`src/rtl/irq_reg_pkg.sv`:
```
package irq_reg_pkg;
  parameter int unsigned IRQ_NUM_EVT  = 8;
  parameter int unsigned RST_SYNC_LEN = 2;
endpackage

```
`src/rtl/irq_rst_sync.sv`:
```
module irq_rst_sync #(
  parameter int unsigned STAGES = 2
) (
  input  logic clk,
  input  logic rst_n,
  output logic rst_sync_n
);
  logic [STAGES-1:0] shf_q;
  logic [STAGES-1:0] shf_d;

  always_comb shf_d = {shf_q[STAGES-2:0], 1'b1};

  always_ff @(posedge clk or negedge rst_n) begin
    if (!rst_n) shf_q <= '0;
    else        shf_q <= shf_d;
  end

  assign rst_sync_n = shf_q[STAGES-1];
endmodule

```
`src/rtl/irq_status_bank.sv`:
```
module irq_status_bank #(
  parameter int unsigned N = 8
) (
  input  logic         clk,
  input  logic         rst_n,
  input  logic [N-1:0] evt_i,
  input  logic         clr_i,
  output logic [N-1:0] stat_o
);
  logic [N-1:0] stat_q;
  logic [N-1:0] stat_d;
  logic [N-1:0] stat_ce;

  for (genvar k = 0; k < N; k++) begin : g_bit
    // set wins over clear so a coincident event survives
    always_comb begin
      stat_ce[k] = evt_i[k] | clr_i;
      stat_d[k]  = (stat_q[k] & ~clr_i) | evt_i[k];
    end

    always_ff @(posedge clk or negedge rst_n) begin
      if (!rst_n)          stat_q[k] <= 1'b0;
      else if (stat_ce[k]) stat_q[k] <= stat_d[k];
    end
  end

  assign stat_o = stat_q;
endmodule

```
`src/rtl/irq_enable_reg.sv`:
```
module irq_enable_reg #(
  parameter int unsigned N = 8
) (
  input  logic         clk,
  input  logic         rst_n,
  input  logic         wr_en_i,
  input  logic [N-1:0] wdata_i,
  output logic [N-1:0] en_o
);
  logic [N-1:0] en_q;
  logic [N-1:0] en_d;

  always_comb en_d = wdata_i;

  always_ff @(posedge clk or negedge rst_n) begin
    if (!rst_n)       en_q <= '0;
    else if (wr_en_i) en_q <= en_d;
  end

  assign en_o = en_q;
endmodule

```
`src/rtl/irq_pin_drive.sv`:
```
module irq_pin_drive #(
  parameter int unsigned N = 8
) (
  input  logic [N-1:0] en_i,
  input  logic [N-1:0] stat_i,
  input  logic         pol_high_i,
  output logic         pin_o
);
  logic pending;

  always_comb begin
    pending = |(en_i & stat_i);
    pin_o   = pol_high_i ? pending : ~pending;
  end
endmodule

```
`src/rtl/phy_irq_reg.sv`:
```
module phy_irq_reg #(
  parameter int unsigned NUM_EVT = irq_reg_pkg::IRQ_NUM_EVT
) (
  input  logic                 clk,
  input  logic                 rst_n,
  input  logic [NUM_EVT-1:0]   evt_i,
  input  logic                 wr_en_i,
  input  logic [2*NUM_EVT-1:0] wdata_i,
  input  logic                 rd_en_i,
  output logic [2*NUM_EVT-1:0] rdata_o,
  input  logic                 pol_high_i,
  output logic                 irq_pin_o
);
  localparam int unsigned WORD_W = 2 * NUM_EVT;
  localparam int unsigned MSK_LO = NUM_EVT;

  logic               rst_sync_n;
  logic [NUM_EVT-1:0] stat_q;
  logic [NUM_EVT-1:0] msk_q;

  irq_rst_sync #(.STAGES(irq_reg_pkg::RST_SYNC_LEN)) u_rst (
    .clk        (clk),
    .rst_n      (rst_n),
    .rst_sync_n (rst_sync_n)
  );

  irq_status_bank #(.N(NUM_EVT)) u_stat (
    .clk    (clk),
    .rst_n  (rst_sync_n),
    .evt_i  (evt_i),
    .clr_i  (rd_en_i),
    .stat_o (stat_q)
  );

  irq_enable_reg #(.N(NUM_EVT)) u_msk (
    .clk     (clk),
    .rst_n   (rst_sync_n),
    .wr_en_i (wr_en_i),
    .wdata_i (wdata_i[WORD_W-1:MSK_LO]),
    .en_o    (msk_q)
  );

  irq_pin_drive #(.N(NUM_EVT)) u_pin (
    .en_i       (msk_q),
    .stat_i     (stat_q),
    .pol_high_i (pol_high_i),
    .pin_o      (irq_pin_o)
  );

  assign rdata_o = {msk_q, stat_q};
endmodule

```
`config.mk`:
```
export PLATFORM = sky130hd
export DESIGN_NAME = phy_irq_reg
export DESIGN_NICKNAME = d
export VERILOG_FILES = /design/src/rtl/irq_reg_pkg.sv /design/src/rtl/irq_rst_sync.sv /design/src/rtl/irq_status_bank.sv /design/src/rtl/irq_enable_reg.sv /design/src/rtl/irq_pin_drive.sv /design/src/rtl/phy_irq_reg.sv
export SDC_FILE = /design/constraint.sdc
export NUM_CORES = 1
export LEC_CHECK = 0
export BUFFER_PORTS_ARGS = -buffer_cell sky130_fd_sc_hd__clkbuf_2
export CORE_MARGIN = 2
export CORE_UTILIZATION = 40
export DETAILED_ROUTE_END_ITERATION = 7
export GPL_TIMING_DRIVEN = 0
export PLACE_DENSITY = 0.79
export SLEW_MARGIN = 20
export SYNTH_ARGS = -nofsm -noshare
export SYNTH_HDL_FRONTEND = slang
export SYNTH_HIERARCHICAL = 1
export SYNTH_SLANG_ARGS = --single-unit
```
`constraint.sdc`:
```
create_clock -name clk -period 1.2 [get_ports clk]
set_clock_uncertainty 0.15 [all_clocks]
set_input_delay 0.12 -clock clk [delete_from_list [all_inputs] [get_ports clk]]
set_output_delay 0.12 -clock clk [all_outputs]
set_load 0.05 [all_outputs]
```
* Word level (Yosys, flattened, before mapping)
Index checks and enable logic that the tools add are counted.
Storage, ports and cells: output and inout bits 17, input port bits 29, register bits 18, word-level logic and storage cells 39
Operators by class: muxes and demuxes 1, reduce and logical (&&, ||, !) cells 1, bitwise operators 27
Operators with widths (number):
- 1-bit OR | 16
- 1-bit AND | 8
- 8-bit AND | 1
- 8-bit OR reduction | 1
- 1-bit NOT | 2
- 1-bit 2-to-1 mux | 1

* Logic depth before layout (Yosys ltp)
Gate-level depths: netlist (run 1).
depth in word-level cells 4, mapped depth 3, depth with buffers taken out 3

* Modules after synthesis
The synthesis (run 1) kept the hierarchy.
Modules (own cells, without submodules):
- irq_enable_reg | instances 1, cells an instance 17, area an instance 331.6 um^2, sequential area each 200.2 um^2
- irq_status_bank | instances 1, cells an instance 17, area an instance 264.0 um^2, sequential area each 200.2 um^2
- irq_rst_sync | instances 1, cells an instance 3, area an instance 53.8 um^2, sequential area each 50.0 um^2
- irq_pin_drive | instances 1, cells an instance 6, area an instance 50.0 um^2, sequential area each 0.0 um^2

* Worst setup path before layout (run 1)
OpenSTA, ideal clock, no wires.
path kind flip-flop to output port, start point reg u_msk.en_q[3] (netlist: u_msk/en_o[3]), end point out irq_pin_o, stages on the path, launching flop included 4, setup slack -0.831 ns, arrival 1.761 ns, data required time 0.930 ns, path buffers 0, path through dfrtp_1 a22oi_1 nand4_1 xnor2_1
On the way: cells in the longest elaborated chain, start to end 4
RTL lines:
- start: declaration | RTL line irq_enable_reg.sv:10 | logic [N-1:0] en_q;
- start signal: assignment | RTL line irq_enable_reg.sv:17 | else if (wr_en_i) en_q <= en_d;
- 8-bit AND * | RTL line irq_pin_drive.sv:12 | pending = |(en_i & stat_i);
- 8-bit OR reduction * | RTL line irq_pin_drive.sv:12
- 1-bit NOT | RTL line irq_pin_drive.sv:13 | pin_o = pol_high_i ? pending : ~pending;
- 1-bit 2-to-1 mux * | RTL line irq_pin_drive.sv:13
- end: declaration | RTL line phy_irq_reg.sv:12 | output logic irq_pin_o
Mark *: on every way between the ends. The rest lies on a longest branch, timed or not.

* Final worst setup path (run 1)
start point reg u_stat.stat_q[6] (netlist: u_stat/stat_o[6]), end point out irq_pin_o
On the way: cells in the longest elaborated chain, start to end 4
RTL lines:
- start: declaration | RTL line irq_status_bank.sv:10 | logic [N-1:0] stat_q;
- start signal: indexed assignment | RTL line irq_status_bank.sv:23 | else if (stat_ce[k]) stat_q[k] <= stat_d[k];
- 8-bit AND * | RTL line irq_pin_drive.sv:12
- 8-bit OR reduction * | RTL line irq_pin_drive.sv:12
- 1-bit NOT | RTL line irq_pin_drive.sv:13
- 1-bit 2-to-1 mux * | RTL line irq_pin_drive.sv:13
Marks and branches as above.

==> run summary, run 1 <==
=================================================================================
Flop and latch count out of synthesis ..............................           18
Leakage dissipation ................................................    0.6591 nW
CP delay by family, top ............................................   flip-flops
Setup repair after global routing missed its margin ................         true
Max Cap Viol .......................................................            0
Number of synthesized flops with an enable pin .....................            0
Fraction of the cycle the final worst path needs ...................       154.3%
Site Rows ..........................................................           15
Area of the multi-input gates ......................................    267.8 um2
List of cells traversed by the critical path ....................... a22oi_2, nand4_1, xnor2_4, buf_8
Count of antenna-violating nets left after detailed routing ........            0
Outcome ............................................................ complete, but fails checks
Die area ...........................................................     2099 um2
GRT Util Overall ...................................................       21.14%
Leading post-synthesis cells by cell area .......................... sky130_fd_sc_hd__dfrtp_1 64%, sky130_fd_sc_hd__mux2_4 17%, sky130_fd_sc_hd__a21o_1 8.6%
Layout-stage area growth over the synthesis result .................       95.71%
Average wire per cell in the routed design .........................     18.76 um
Stage delay of the slowest cell on the critical path ...............      0.43 ns
Fraction of synthesis flops using an asynchronous set or reset pin .       100.0%
Via count of the routed design .....................................          618
Synthesized instance count .........................................           43
Die boundary width .................................................     45.82 um
Slowest cell on crit path .......................................... sky130_fd_sc_hd__dfrtp_2
Violation count after the first detailed-route iteration ...........            2
Failing checks ..................................................... setup timing
Syn. warnings ......................................................            6
Number of buffers inserted by port buffering .......................           36
Count of different cell masters after synthesis ....................           10
TritonRoute pass-1 iters ...........................................            2
Worst ir drop on vdd ...............................................  0.0007749 V
Storage element area ...............................................    470.5 um2
Initial antenna violation count ....................................            0
Global-route wire length before repair .............................     2.973 mm
Synthesized net count ..............................................           72
Die Height .........................................................     45.82 um
Drt drc ............................................................            0
Final weighted congestion in routability-driven placement ..........       0.6978
Largest net degree at the start of global routing ..................           17
Critical-path maximum fanout .......................................            2
WP data arrival ....................................................      1.58 ns
Global route total overflow ........................................            0
Clk sink count .....................................................           18
Initial cell density of the core ...................................       41.41%
Root buffer cell ................................................... sky130_fd_sc_hd__clkbuf_4
# H-tree levels ....................................................            1
Post-Place Worst Slack .............................................   -0.4227 ns
TritonCTS clock tree ...............................................        built
Core Footprint .....................................................     1689 um2
Final count of negative-setup-slack endpoints ......................            4
Fill count .........................................................           93
Setup crit end kind ................................................  output port
Vias per std cell ..................................................        5.024
Share of cells above drive strength 1 ..............................       71.70%
Mean instance size in the synthesized netlist ......................    16.27 um2
Pins Over Slew Limit ...............................................            0
Num CTS Buffers ....................................................            3
Time the final worst path needs with I/O delays and setup ..........     1.851 ns
Share of synthesized area occupied by flip-flops and latches .......       64.40%
Num ports ..........................................................           46
Smallest hold slack ................................................   0.02025 ns
Type of the worst setup path ....................................... flop to output port
Required time of the critical path .................................      0.93 ns
Transition time at the pin with the least slew margin ..............    0.6317 ns
Detailed-route wire length .........................................     2.307 mm
Highest attainable clock frequency .................................    540.2 MHz
Worst hold path class .............................................. primary input to flop
Most repeated cell in the gate-level netlist after synthesis ....... sky130_fd_sc_hd__dfrtp_1
Main flop type after synthesis ..................................... sky130_fd_sc_hd__dfrtp_1
Via count of the first global-routing pass .........................          620
Final Non-Filler Cells .............................................          123
DP HPWL ............................................................     1.119 mm
Setup ws final .....................................................   -0.6511 ns
Cell area after synthesis ..........................................    699.4 um2
Pwr Density ........................................................  1205 nW/um2
Clk Latency, worst-skew pair .......................................      0.28 ns
Number of cells in the design after placement ......................           96
CP Launch Type .....................................................         flop
Yosys top cell area share ..........................................       64.40%
Final std cell area, no fill .......................................     1369 um2
Ant. Diodes ........................................................            0
Nets@finish ........................................................          136
Clock Path Buffers .................................................            2
Clock-pin slew on the worst setup and hold paths ...................      0.10 ns
Slew margin rel. ...................................................       57.89%
Post-detailed-placement cell area ..................................    939.7 um2
Leading area contributor after synthesis ........................... sky130_fd_sc_hd__dfrtp_1
Sum of buffers and inverters on the critical path ..................            1
Top cells by instance count after synthesis ........................ 18 x sky130_fd_sc_hd__dfrtp_1, 8 x sky130_fd_sc_hd__a21o_1, 8 x sky130_fd_sc_hd__mux2_4
Hold violation total from the final report .........................            0
=================================================================================
-- layer usage --
layer | routed length (um) | track usage, % | vias to the layer above | share of wire [%]
met5 | 0 | 0 | - | 0
met2 | 1375 | 41.13 | 26 | 60
li1 | - | - | 280 | -
met3 | 86 | 3.571 | 4 | 3.7
met1 | 801 | 23.35 | 308 | 35
met4 | 44 | 5.143 | 0 | 1.9
-- cells in the final DEF (no fill, tap or decap) --
| cell | n |
|---|---|
| sky130_fd_sc_hd__a21o_1 | 8 |
| sky130_fd_sc_hd__a22oi_2 | 4 |
| sky130_fd_sc_hd__buf_4 | 4 |
| sky130_fd_sc_hd__buf_6 | 7 |
| sky130_fd_sc_hd__buf_8 | 7 |
| sky130_fd_sc_hd__clkbuf_16 | 1 |
| sky130_fd_sc_hd__clkbuf_2 | 19 |
| sky130_fd_sc_hd__clkbuf_4 | 3 |
| sky130_fd_sc_hd__clkbuf_8 | 5 |
| sky130_fd_sc_hd__conb_1 | 1 |
| sky130_fd_sc_hd__dfrtp_1 | 2 |
| sky130_fd_sc_hd__dfrtp_2 | 16 |
| sky130_fd_sc_hd__dlygate4sd3_1 | 18 |
| sky130_fd_sc_hd__inv_2 | 1 |
| sky130_fd_sc_hd__mux2_4 | 8 |
| sky130_fd_sc_hd__nand4_1 | 1 |
| sky130_fd_sc_hd__xnor2_4 | 1 |
-- cell families (layout without fill, tap and decap cells) --
family	Yosys count	after routing	share of synthesized area, %
AO/OA/AOI/OAI	12	12	13.60
XOR/XNOR	1	1	1.252
buffers and inverters	2	65	2.146
flip-flops	18	18	64.40
multiplexers	8	8	17.17
other	1	1	0.5362
AND/OR/NAND/NOR	1	1	0.8950
-- final timing paths --
path,start,end,slack [ns],cells after the start
max reg2reg,u_msk/en_o[3],u_msk/en_o[3],0.09,2
max in group asynchronous,rst_n,u_rst/shf_q[0],0.25,3
min in group asynchronous,u_rst/shf_q[1],u_stat/stat_o[1],0.12,0
min reg2reg,u_rst/shf_q[1],u_stat/stat_o[1],0.12,0
max,u_stat/stat_o[6],irq_pin_o,-0.65,4
min,wr_en_i,u_msk/en_o[5],0.02,2
-- registers in the layout, indices dropped and copies added, names as in the netlist --
name and cells:
u_rst/shf_q 2, u_stat/stat_o 8, u_msk/en_o 8
-- area by class of cell --
| type | instances | share of cell area, % |
|---|---|---|
| timing repair buffer | 59 | 40.77 |
| sequential | 18 | 34.37 |
| multi-input combinational | 23 | 19.56 |
| clock buffer | 4 | 2.651 |
| tap | 17 | 1.554 |
| buffer | 1 | 0.8227 |
| inverter | 1 | 0.2742 |
-- through the flow --
stage	setup TNS, ns	power (mW)	utilization [%]
2_1_floorplan	-0.4217	0.9883	-
3_3_place_gp	-0.4254	1.087	55.63
3_5_place_dp	-0.4227	1.097	55.63
4_1_cts	-0.7458	1.585	77.78
5_1_grt	-1.065	1.714	81.04
6_report	-0.8522	1.650	81.04
-- where the power goes --
| group | switching (mW) | internal, mW | total [mW] |
|---|---|---|---|
| clock | 0.179 | 0.184 | 0.363 |
| combinational | 0.282 | 0.277 | 0.559 |
| sequential | 0.0638 | 0.664 | 0.727 |
-- repair_timing --
action	in CTS	in global routing
hold buffers	18	0
resized for setup	33	18
pin swaps	3	2
endpoints found under the setup margin	17	14
hold endpoints to repair	18	0
buffers inserted	2	3
(Power assumes the default switching activity.)
==> run 2: changes to the inputs <==
--- a/config.mk
+++ b/config.mk
@@ -9,7 +9,6 @@
 export CORE_MARGIN = 2
 export CORE_UTILIZATION = 40
 export DETAILED_ROUTE_END_ITERATION = 7
-export GPL_TIMING_DRIVEN = 0
 export PLACE_DENSITY = 0.79
 export SLEW_MARGIN = 20
 export SYNTH_ARGS = -nofsm -noshare
==> run 2 against run 1 <==
The flow now stops in 4_1_cts. Area after synthesis did not move. Synthesized cell count did not move.
==> run summary, run 2 <==
====================================================================================
Outcome ............................................................... aborted with a tool error
Exit stage ............................................................      4_1_cts
Error text reported by the tool ....................................... [ERROR DPL-0033] detailed placement checks failed during check placement.
DP HPWL ...............................................................     1.227 mm   +9.6%
Synthesized net count .................................................           72   unchanged
# H-tree levels .......................................................            1   unchanged
Cell area after synthesis .............................................    699.4 um2   unchanged
Yosys top cell area share .............................................       64.40%   unchanged
Main flop type after synthesis ........................................ sky130_fd_sc_hd__dfrtp_1
Number of buffers inserted by port buffering ..........................           37   +2.8%
Clock Path Buffers ....................................................            2   unchanged
Synthesized instance count ............................................           43   unchanged
Most repeated cell in the gate-level netlist after synthesis .......... sky130_fd_sc_hd__dfrtp_1
Die Height ............................................................     45.82 um   unchanged
Initial cell density of the core ......................................       41.41%   unchanged
Syn. warnings .........................................................            6   unchanged
Number of buffers inserted for hold repair after clock tree synthesis .           18   unchanged
Top cells by instance count after synthesis ........................... 18 x sky130_fd_sc_hd__dfrtp_1, 8 x sky130_fd_sc_hd__a21o_1, 8 x sky130_fd_sc_hd__mux2_4
Post-detailed-placement cell area .....................................     1061 um2   +13%
Flop and latch count out of synthesis .................................           18   unchanged
Site Rows .............................................................           15   unchanged
Number of synthesized flops with an enable pin ........................            0   unchanged
Root buffer cell ...................................................... sky130_fd_sc_hd__clkbuf_4
Num ports .............................................................           46   unchanged
Mean instance size in the synthesized netlist .........................    16.27 um2   unchanged
Clk sink count ........................................................           18   unchanged
Die boundary width ....................................................     45.82 um   unchanged
Count of different cell masters after synthesis .......................           10   unchanged
Leading area contributor after synthesis .............................. sky130_fd_sc_hd__dfrtp_1
Num CTS Buffers .......................................................            3   unchanged
Fraction of synthesis flops using an asynchronous set or reset pin ....       100.0%   unchanged
Leading post-synthesis cells by cell area ............................. sky130_fd_sc_hd__dfrtp_1 64%, sky130_fd_sc_hd__mux2_4 17%, sky130_fd_sc_hd__a21o_1 8.6%
Final weighted congestion in routability-driven placement .............       0.7365   +5.5%
Share of synthesized area occupied by flip-flops and latches ..........       64.40%   unchanged
Total of cells resized after clock tree synthesis .....................           62   +88%
Post-CTS Setup Bufs ...................................................            5   +3
====================================================================================
==> run 2: stage by stage <==
stage               cells  setup WS (ns)  hold WS (ns)
floorplan              43        -0.4217       -0.3256
global placement      113        -0.3837       -0.2429
detailed placement    113        -0.4050       -0.2414
==> run 2: logic make-up after synthesis <==
group           count (synthesis)  share of synthesized area (%)
compound gates                 12                          13.60
simple gates                    1                         0.8950
mux                             8                          17.17
xor+xnor                        1                          1.252
flops                          18                          64.40
other cells                     1                         0.5362
buf+inv                         2                          2.146
==> run 3: changes to the inputs <==
--- a/config.mk
+++ b/config.mk
@@ -6,10 +6,10 @@
 export NUM_CORES = 1
 export LEC_CHECK = 0
 export BUFFER_PORTS_ARGS = -buffer_cell sky130_fd_sc_hd__clkbuf_2
-export CORE_MARGIN = 2
-export CORE_UTILIZATION = 40
+export CORE_AREA = 2 2 63 65
 export DETAILED_ROUTE_END_ITERATION = 7
-export PLACE_DENSITY = 0.79
+export DIE_AREA = 0 0 65 67
+export PLACE_DENSITY_LB_ADDON = 0.15
 export SLEW_MARGIN = 20
 export SYNTH_ARGS = -nofsm -noshare
 export SYNTH_HDL_FRONTEND = slang
==> run 3 against run 2 <==
The flow now finishes, with violations (hold timing, setup timing).
==> run summary, run 3 (synthesized netlist as in run 1, its figures left out) <==
============================================================================
Ant. Diodes ...................................................            0
Final Non-Filler Cells ........................................          168
Die Height ....................................................        67 um   +46%
Clock Path Buffers ............................................            2   unchanged
Clk Latency, worst-skew pair ..................................      0.25 ns
Violation count after the first detailed-route iteration ......            6
Grt met3 use ..................................................       4.054%
Root buffer cell .............................................. sky130_fd_sc_hd__clkbuf_8
Required time of the critical path ............................      0.93 ns
Core Footprint ................................................     3606 um2
Switching Fraction ............................................       28.74%
Share of cells above drive strength 1 .........................       75.00%
Leakage dissipation ...........................................    0.8157 nW
Highest attainable clock frequency ............................    579.0 MHz
GRT Util Overall ..............................................       10.88%
Most common library cell in the layout ignoring fill and taps . sky130_fd_sc_hd__clkbuf_2
Hold violation total from the final report ....................            4
Worst hold path class ......................................... flop to async pin
Setup crit end kind ...........................................  output port
Clk sink count ................................................           18   unchanged
Setup repair after global routing missed its margin ...........         true
Critical-path maximum fanout ..................................            2
DP HPWL .......................................................     1.362 mm   +11%
Fraction of the cycle the final worst path needs ..............       143.9%
Via count of the first global-routing pass ....................          741
Most Crowded Layer GR .........................................         met2
Time the final worst path needs with I/O delays and setup .....     1.727 ns
Tot Pwr .......................................................     1.906 mW
Layout-stage area growth over the synthesis result ............       142.9%
TritonCTS clock tree ..........................................        built
Portion of total power attributed to combinational logic ......        37.3%
Num CTS Buffers ...............................................            3   unchanged
Nets@finish ...................................................          150
Final weighted congestion in routability-driven placement .....       0.6964   -5.4%
Pins Over Slew Limit ..........................................            0
Setup ws final ................................................   -0.5271 ns
Vias per std cell .............................................        3.804
Average wire per cell in the routed design ....................     12.15 um
Failing checks ................................................ hold timing, setup timing
CP Launch Type ................................................         flop
Worst ir drop on vdd ..........................................  0.0007358 V
Clock-pin slew on the worst setup and hold paths ..............      0.07 ns
Cell Int Power ................................................     1.358 mW
Global-route wire length before repair ........................     3.491 mm
Commonest non-fill, non-tap cells in the layout ............... 20 x sky130_fd_sc_hd__clkbuf_2, 17 x sky130_fd_sc_hd__dlygate4sd3_1, 16 x sky130_fd_sc_hd__dfrtp_2, 13 x sky130_fd_sc_hd__clkbuf_16, 13 x sky130_fd_sc_hd__buf_6
# H-tree levels ...............................................            1   unchanged
Met2 layer usage reported by global route .....................       20.10%
Die area ......................................................     4355 um2
Initial cell density of the core ..............................       19.40%   -22 points
Die boundary width ............................................        65 um   +42%
Smallest hold slack ........................................... -0.002204 ns
Num ports .....................................................           46   unchanged
Max Cap Viol ..................................................            0
Largest net degree at the start of global routing .............           11
TritonRoute pass-1 iters ......................................            2
Drt drc .......................................................            0
Pwr Density ...................................................  1122 nW/um2
Count of antenna-violating nets left after detailed routing ...            0
Share of the core filled with cells in the final layout .......       47.12%
Global route total overflow ...................................            0
Final count of negative-setup-slack endpoints .................           15
Detailed-route wire length ....................................     2.041 mm
Via count of the routed design ................................          639
Post-Place Worst Slack ........................................   -0.4170 ns   -0.01197 ns
WP data arrival ...............................................      1.46 ns
Site Rows .....................................................           22   +7
Number of buffers inserted by port buffering ..................           37   unchanged
Initial antenna violation count ...............................            0
Power dissipated by switching net loads .......................     547.8 uW
Outcome ....................................................... complete, but fails checks
Clk pwr share .................................................        25.7%
Met1 routing resource usage after global routing ..............       12.10%
Sequential Power Share ........................................        37.0%
Type of the worst setup path .................................. flop to output port
Number of cells in the design after placement .................          143   +27%
============================================================================
[run 3: cell type report]
type	count	area, um2
clock buffer	4	55.05
fill	323	1907
inverter	1	3.754
multi-input combinational	23	262.8
sequential	18	470.5
tap	48	60.06
timing repair buffer	74	847.1
[run 3: worst max-delay path: stages, from the launching register on]
cell	delay, ns
sky130_fd_sc_hd__dfrtp_2	0.41
sky130_fd_sc_hd__a22oi_2	0.20
sky130_fd_sc_hd__nand4_1	0.23
sky130_fd_sc_hd__xnor2_4	0.21
sky130_fd_sc_hd__buf_8	0.16
[run 3: metal layers]
metal	share of wire (%)	wire length, um	vias to the layer above
li1	-	-	309
met1	39	805	306
met2	55	1116	24
met3	5.8	119	0
met4	0	0	0
met5	0	0	-
[run 3: repair_timing]
action                     CTS  global route
resized for setup           57            10
hold endpoints to repair    18             0
hold buffers                17             0
setup buffers                3             5
pin swaps                    2             1
setup endpoints to repair   16            18
[run 3: final timing paths]
| check | startpoint | end | depth (start not counted) | slack [ns] |
|---|---|---|---|---|
| worst max-delay path | u_msk/en_o[0] | irq_pin_o | 4 | -0.53 |
| worst min-delay path | u_rst/shf_q[1] | u_stat/stat_o[5] | 0 | -0.002 |
| worst max register to register | u_msk/en_o[0] | u_msk/en_o[0] | 3 | 0 |
| worst min register to register | u_rst/shf_q[1] | u_stat/stat_o[5] | 0 | -0.002 |
| max in group asynchronous | u_rst/shf_q[1] | u_msk/en_o[7] | 1 | 0.43 |
| min in group clk | rd_en_i | u_stat/stat_o[2] | 3 | 0.06 |
[run 3: power by group through the flow]
stage	combinational, mW	clock [mW]	sequential (mW)
after floorplan	0.108	0	0.880
after global placement	0.449	0	0.708
after detailed placement	0.451	0	0.709
after CTS	0.686	0.509	0.707
after global routing	0.744	0.542	0.715
final	0.710	0.490	0.706
[run 3: metrics by stage]
step	instance area [um2]	setup TNS [ns]
after global placement	1092	-0.4115
final	1699	-0.9108
after CTS	1667	-1.041
after detailed placement	1092	-0.4170
after floorplan	738.2	-0.4217
after global routing	1699	-1.518
==> run 4: changes to the inputs <==
--- a/config.mk
+++ b/config.mk
@@ -13,5 +13,4 @@
 export SLEW_MARGIN = 20
 export SYNTH_ARGS = -nofsm -noshare
 export SYNTH_HDL_FRONTEND = slang
-export SYNTH_HIERARCHICAL = 1
 export SYNTH_SLANG_ARGS = --single-unit
==> run 4 against run 3 <==
The flow finishes with violations (setup timing). Via count grew 5.0%. Sequential share of layout area decreased by 0.95 points. Critical path depth is the same. Synthesized cell count is the same. Clock power is essentially flat. Register-to-register slack gained 0.03 ns. First-iteration DRC count is 67% lower. Area after synthesis decreased by 4.3%. Sequential power down 0.6%. Combinational power increased by 4.8%. Design area rose by 3.5%. Utilization increased by 1.7 points. Critical endpoint unchanged.
==> run summary, run 4 <==
=================================================================================
Stage delay of the slowest cell on the critical path ...............      0.42 ns   about the same
Highest attainable clock frequency .................................    571.4 MHz   -1.3%
Cell area after synthesis ..........................................    669.4 um2   -4.3%
Final std cell area, no fill .......................................     1759 um2   +3.5%
Simple logic cell fraction of the synthesized area .................      0.9346%   +0.040 points
Num ports ..........................................................           46   unchanged
TritonCTS clock tree ...............................................        built
Leakage dissipation ................................................    0.8283 nW   +1.5%
Largest net degree at the start of global routing ..................           17   +6
Num CTS Buffers ....................................................            3   unchanged
Initial cell density of the core ...................................       18.56%   -0.83 points
List of cells traversed by the critical path ....................... a22oi_2, nand4_1, xnor2_4, buf_8
Count of different cell masters after synthesis ....................           10   unchanged
Clock Path Buffers .................................................            2   unchanged
Die Height .........................................................        67 um   unchanged
Sum of buffers and inverters on the critical path ..................            1   unchanged
Root buffer cell ................................................... sky130_fd_sc_hd__clkbuf_8
Violation count after the first detailed-route iteration ...........            2   -4
Post-detailed-placement cell area ..................................     1070 um2   -2.1%
Max Cap Viol .......................................................            0   unchanged
Largest family of logic cells by synthesized area .................. compound AO/OA/AOI/OAI gates
Type of the worst setup path ....................................... flop to output port
Site Rows ..........................................................           22   unchanged
CP delay by family, top ............................................   flip-flops
Global-route wire length before repair .............................     3.222 mm   -7.7%
Most common library cell in the layout ignoring fill and taps ...... sky130_fd_sc_hd__clkbuf_2
Failing checks ..................................................... setup timing
Leading post-synthesis cells by cell area .......................... sky130_fd_sc_hd__dfrtp_1 67%, sky130_fd_sc_hd__mux2_2 13%, sky130_fd_sc_hd__a21o_1 9.0%
Die boundary width .................................................        65 um   unchanged
Most repeated cell in the gate-level netlist after synthesis ....... sky130_fd_sc_hd__dfrtp_1
Fill count .........................................................          317   -1.9%
Yosys top cell area share ..........................................       67.29%   +2.9 points
Final count of negative-setup-slack endpoints ......................           17   +2
Pwr Density ........................................................  1101 nW/um2   -1.9%
Via count of the routed design .....................................          671   +5.0%
Syn. warnings ......................................................            0   -6
Mean instance size in the synthesized netlist ......................    15.57 um2   -4.3%
Time the final worst path needs with I/O delays and setup ..........     1.750 ns   +0.02291 ns
Clock-pin slew on the worst setup and hold paths ...................      0.07 ns   about the same
Commonest non-fill, non-tap cells in the layout .................... 20 x sky130_fd_sc_hd__clkbuf_2, 17 x sky130_fd_sc_hd__dlygate4sd3_1, 17 x sky130_fd_sc_hd__buf_6, 16 x sky130_fd_sc_hd__clkbuf_16, 16 x sky130_fd_sc_hd__dfrtp_2
Synthesized net count ..............................................           72   unchanged
Leading area contributor after synthesis ........................... sky130_fd_sc_hd__dfrtp_1
Top cells by instance count after synthesis ........................ 18 x sky130_fd_sc_hd__dfrtp_1, 8 x sky130_fd_sc_hd__a21o_1, 8 x sky130_fd_sc_hd__mux2_2
Count of antenna-violating nets left after detailed routing ........            0   unchanged
Detailed-route wire length .........................................     2.024 mm   -0.83%
# H-tree levels ....................................................            1   unchanged
Setup repair after global routing missed its margin ................         true
Proportion of synthesized area in mux cells ........................       13.46%   -3.7 points
Setup ws final .....................................................   -0.5500 ns   -0.02291 ns
Clk sink count .....................................................           18   unchanged
Nets@finish ........................................................          155   +3.3%
Core Footprint .....................................................     3606 um2   unchanged
Main flop type after synthesis ..................................... sky130_fd_sc_hd__dfrtp_1
GRT Util Overall ...................................................       10.08%   -0.81 points
Global route total overflow ........................................            0   unchanged
Outcome ............................................................ complete, but fails checks
Number of buffers inserted by port buffering .......................           37   unchanged
Synthesized instance count .........................................           43   unchanged
Fraction of the cycle the final worst path needs ...................       145.8%   +1.9 points
Required time of the critical path .................................      0.93 ns   about the same
CP Launch Type .....................................................         flop
Vias per std cell ..................................................        3.879   +2.0%
Worst ir drop on vdd ...............................................  0.0008114 V   +10%
Smallest hold slack ................................................   0.02712 ns   +0.02932 ns
Worst hold path class .............................................. flop to async pin
Via count of the first global-routing pass .........................          706   -4.7%
WP data arrival ....................................................      1.48 ns   +0.02 ns
Share of synthesized area occupied by flip-flops and latches .......       67.29%   +2.9 points
Pins Over Slew Limit ...............................................            0   unchanged
Slowest cell on crit path .......................................... sky130_fd_sc_hd__dfrtp_2
Storage element area ...............................................    470.5 um2   unchanged
Area of the multi-input gates ......................................    232.7 um2   -11%
Initial antenna violation count ....................................            0   unchanged
Clk Latency, worst-skew pair .......................................      0.25 ns   about the same
Fraction of synthesis flops using an asynchronous set or reset pin .       100.0%   unchanged
Die area ...........................................................     4355 um2   unchanged
Number of synthesized flops with an enable pin .....................            0   unchanged
TritonRoute pass-1 iters ...........................................            2   unchanged
Layout-stage area growth over the synthesis result .................       162.8%
Synth Area in Compound Gates .......................................       14.21%   +0.61 points
Critical-path maximum fanout .......................................            2   unchanged
Flop and latch count out of synthesis ..............................           18   unchanged
Final weighted congestion in routability-driven placement ..........       0.6972   +0.11%
DP HPWL ............................................................     1.293 mm   -5.0%
Setup crit end kind ................................................  output port
Hold violation total from the final report .........................            0   -4
Xor/xnor share of the synthesized area .............................       1.308%   +0.056 points
Share of cells above drive strength 1 ..............................       75.20%   +0.20 points
Adder and majority gate portion of the synthesized area ............           0%   unchanged
Ant. Diodes ........................................................            0   unchanged
Average wire per cell in the routed design .........................     11.70 um   -3.7%
Drt drc ............................................................            0   unchanged
=================================================================================
==> run 4: per-stage QoR <==
stage	utilization (%)	setup slack [ns]	total power [mW]	setup TNS (ns)	instances
floorplan	-	-0.4208	0.9687	-0.4208	43
CTS	47.19	-0.5795	1.923	-1.043	166
global placement	29.67	-0.4537	1.141	-0.4537	144
global route	48.79	-0.6210	2.025	-1.715	173
finish	48.79	-0.5500	1.936	-1.142	173
detailed placement	29.67	-0.4603	1.142	-0.4603	144
==> run 4: layout make-up <==
type / instances / share of cell area (%)
Tap cell: 48 / 3.414
Clock buffer: 4 / 3.129
Sequential cell: 18 / 26.74
Multi-Input combinational cell: 23 / 13.23
Inverter: 1 / 0.2134
Timing Repair Buffer: 79 / 53.27
==> run 4: logic make-up (layout without fill, tap and decap cells) <==
logic type	after synthesis	in the layout
flip-flops	18	18
AO/OA/AOI/OAI	12	12
multiplexers	8	8
buffers and inverters	2	84
other	1	1
XOR/XNOR	1	1
AND/OR/NAND/NOR	1	1
==> run 4: final timing paths <==
check | from | endpoint | slack (ns) | cells past startpoint
setup / recovery | u_msk.en_o[4] | irq_pin_o | -0.55 | 4
hold / removal | u_rst.shf_q[1] | u_msk.en_o[4] | 0.03 | 1
setup reg to reg | u_msk.en_o[4] | u_msk.en_o[4] | 0.03 | 3
hold reg to reg | u_rst.shf_q[1] | u_msk.en_o[4] | 0.03 | 1
max in group asynchronous | u_rst.shf_q[1] | u_stat.stat_o[7] | 0.67 | 1
min in group clk | rd_en_i | u_stat.stat_o[0] | 0.15 | 3
==> run 4: timing repair <==
item,CTS,global route
hold buffers,17,0
endpoints found under the hold margin,18,0
setup endpoints to repair,17,17
setup buffers,1,14
resized for setup,68,9
pin swaps,3,1
==> run 4: worst reg2reg max path, cell delays in order, from the launching register on <==
cell,delay [ns]
sky130_fd_sc_hd__dfrtp_2,0.42
sky130_fd_sc_hd__buf_6,0.12
sky130_fd_sc_hd__buf_4,0.12
sky130_fd_sc_hd__mux2_2,0.25
==> run 4: metal layers <==
layer  wire length, um  global-route usage (%)  vias to the layer above
met5                 0                       0                        -
met4                 8                   1.596                        0
met3               147                   4.730                        2
met2              1060                   18.30                       26
met1               807                   10.80                      325
li1                  -                       -                      318
==> run 4: report_power, final <==
group	switching [mW]	internal (mW)
registers	0.0380	0.664
clock network	0.199	0.291
logic	0.314	0.430
total	0.551	1.39
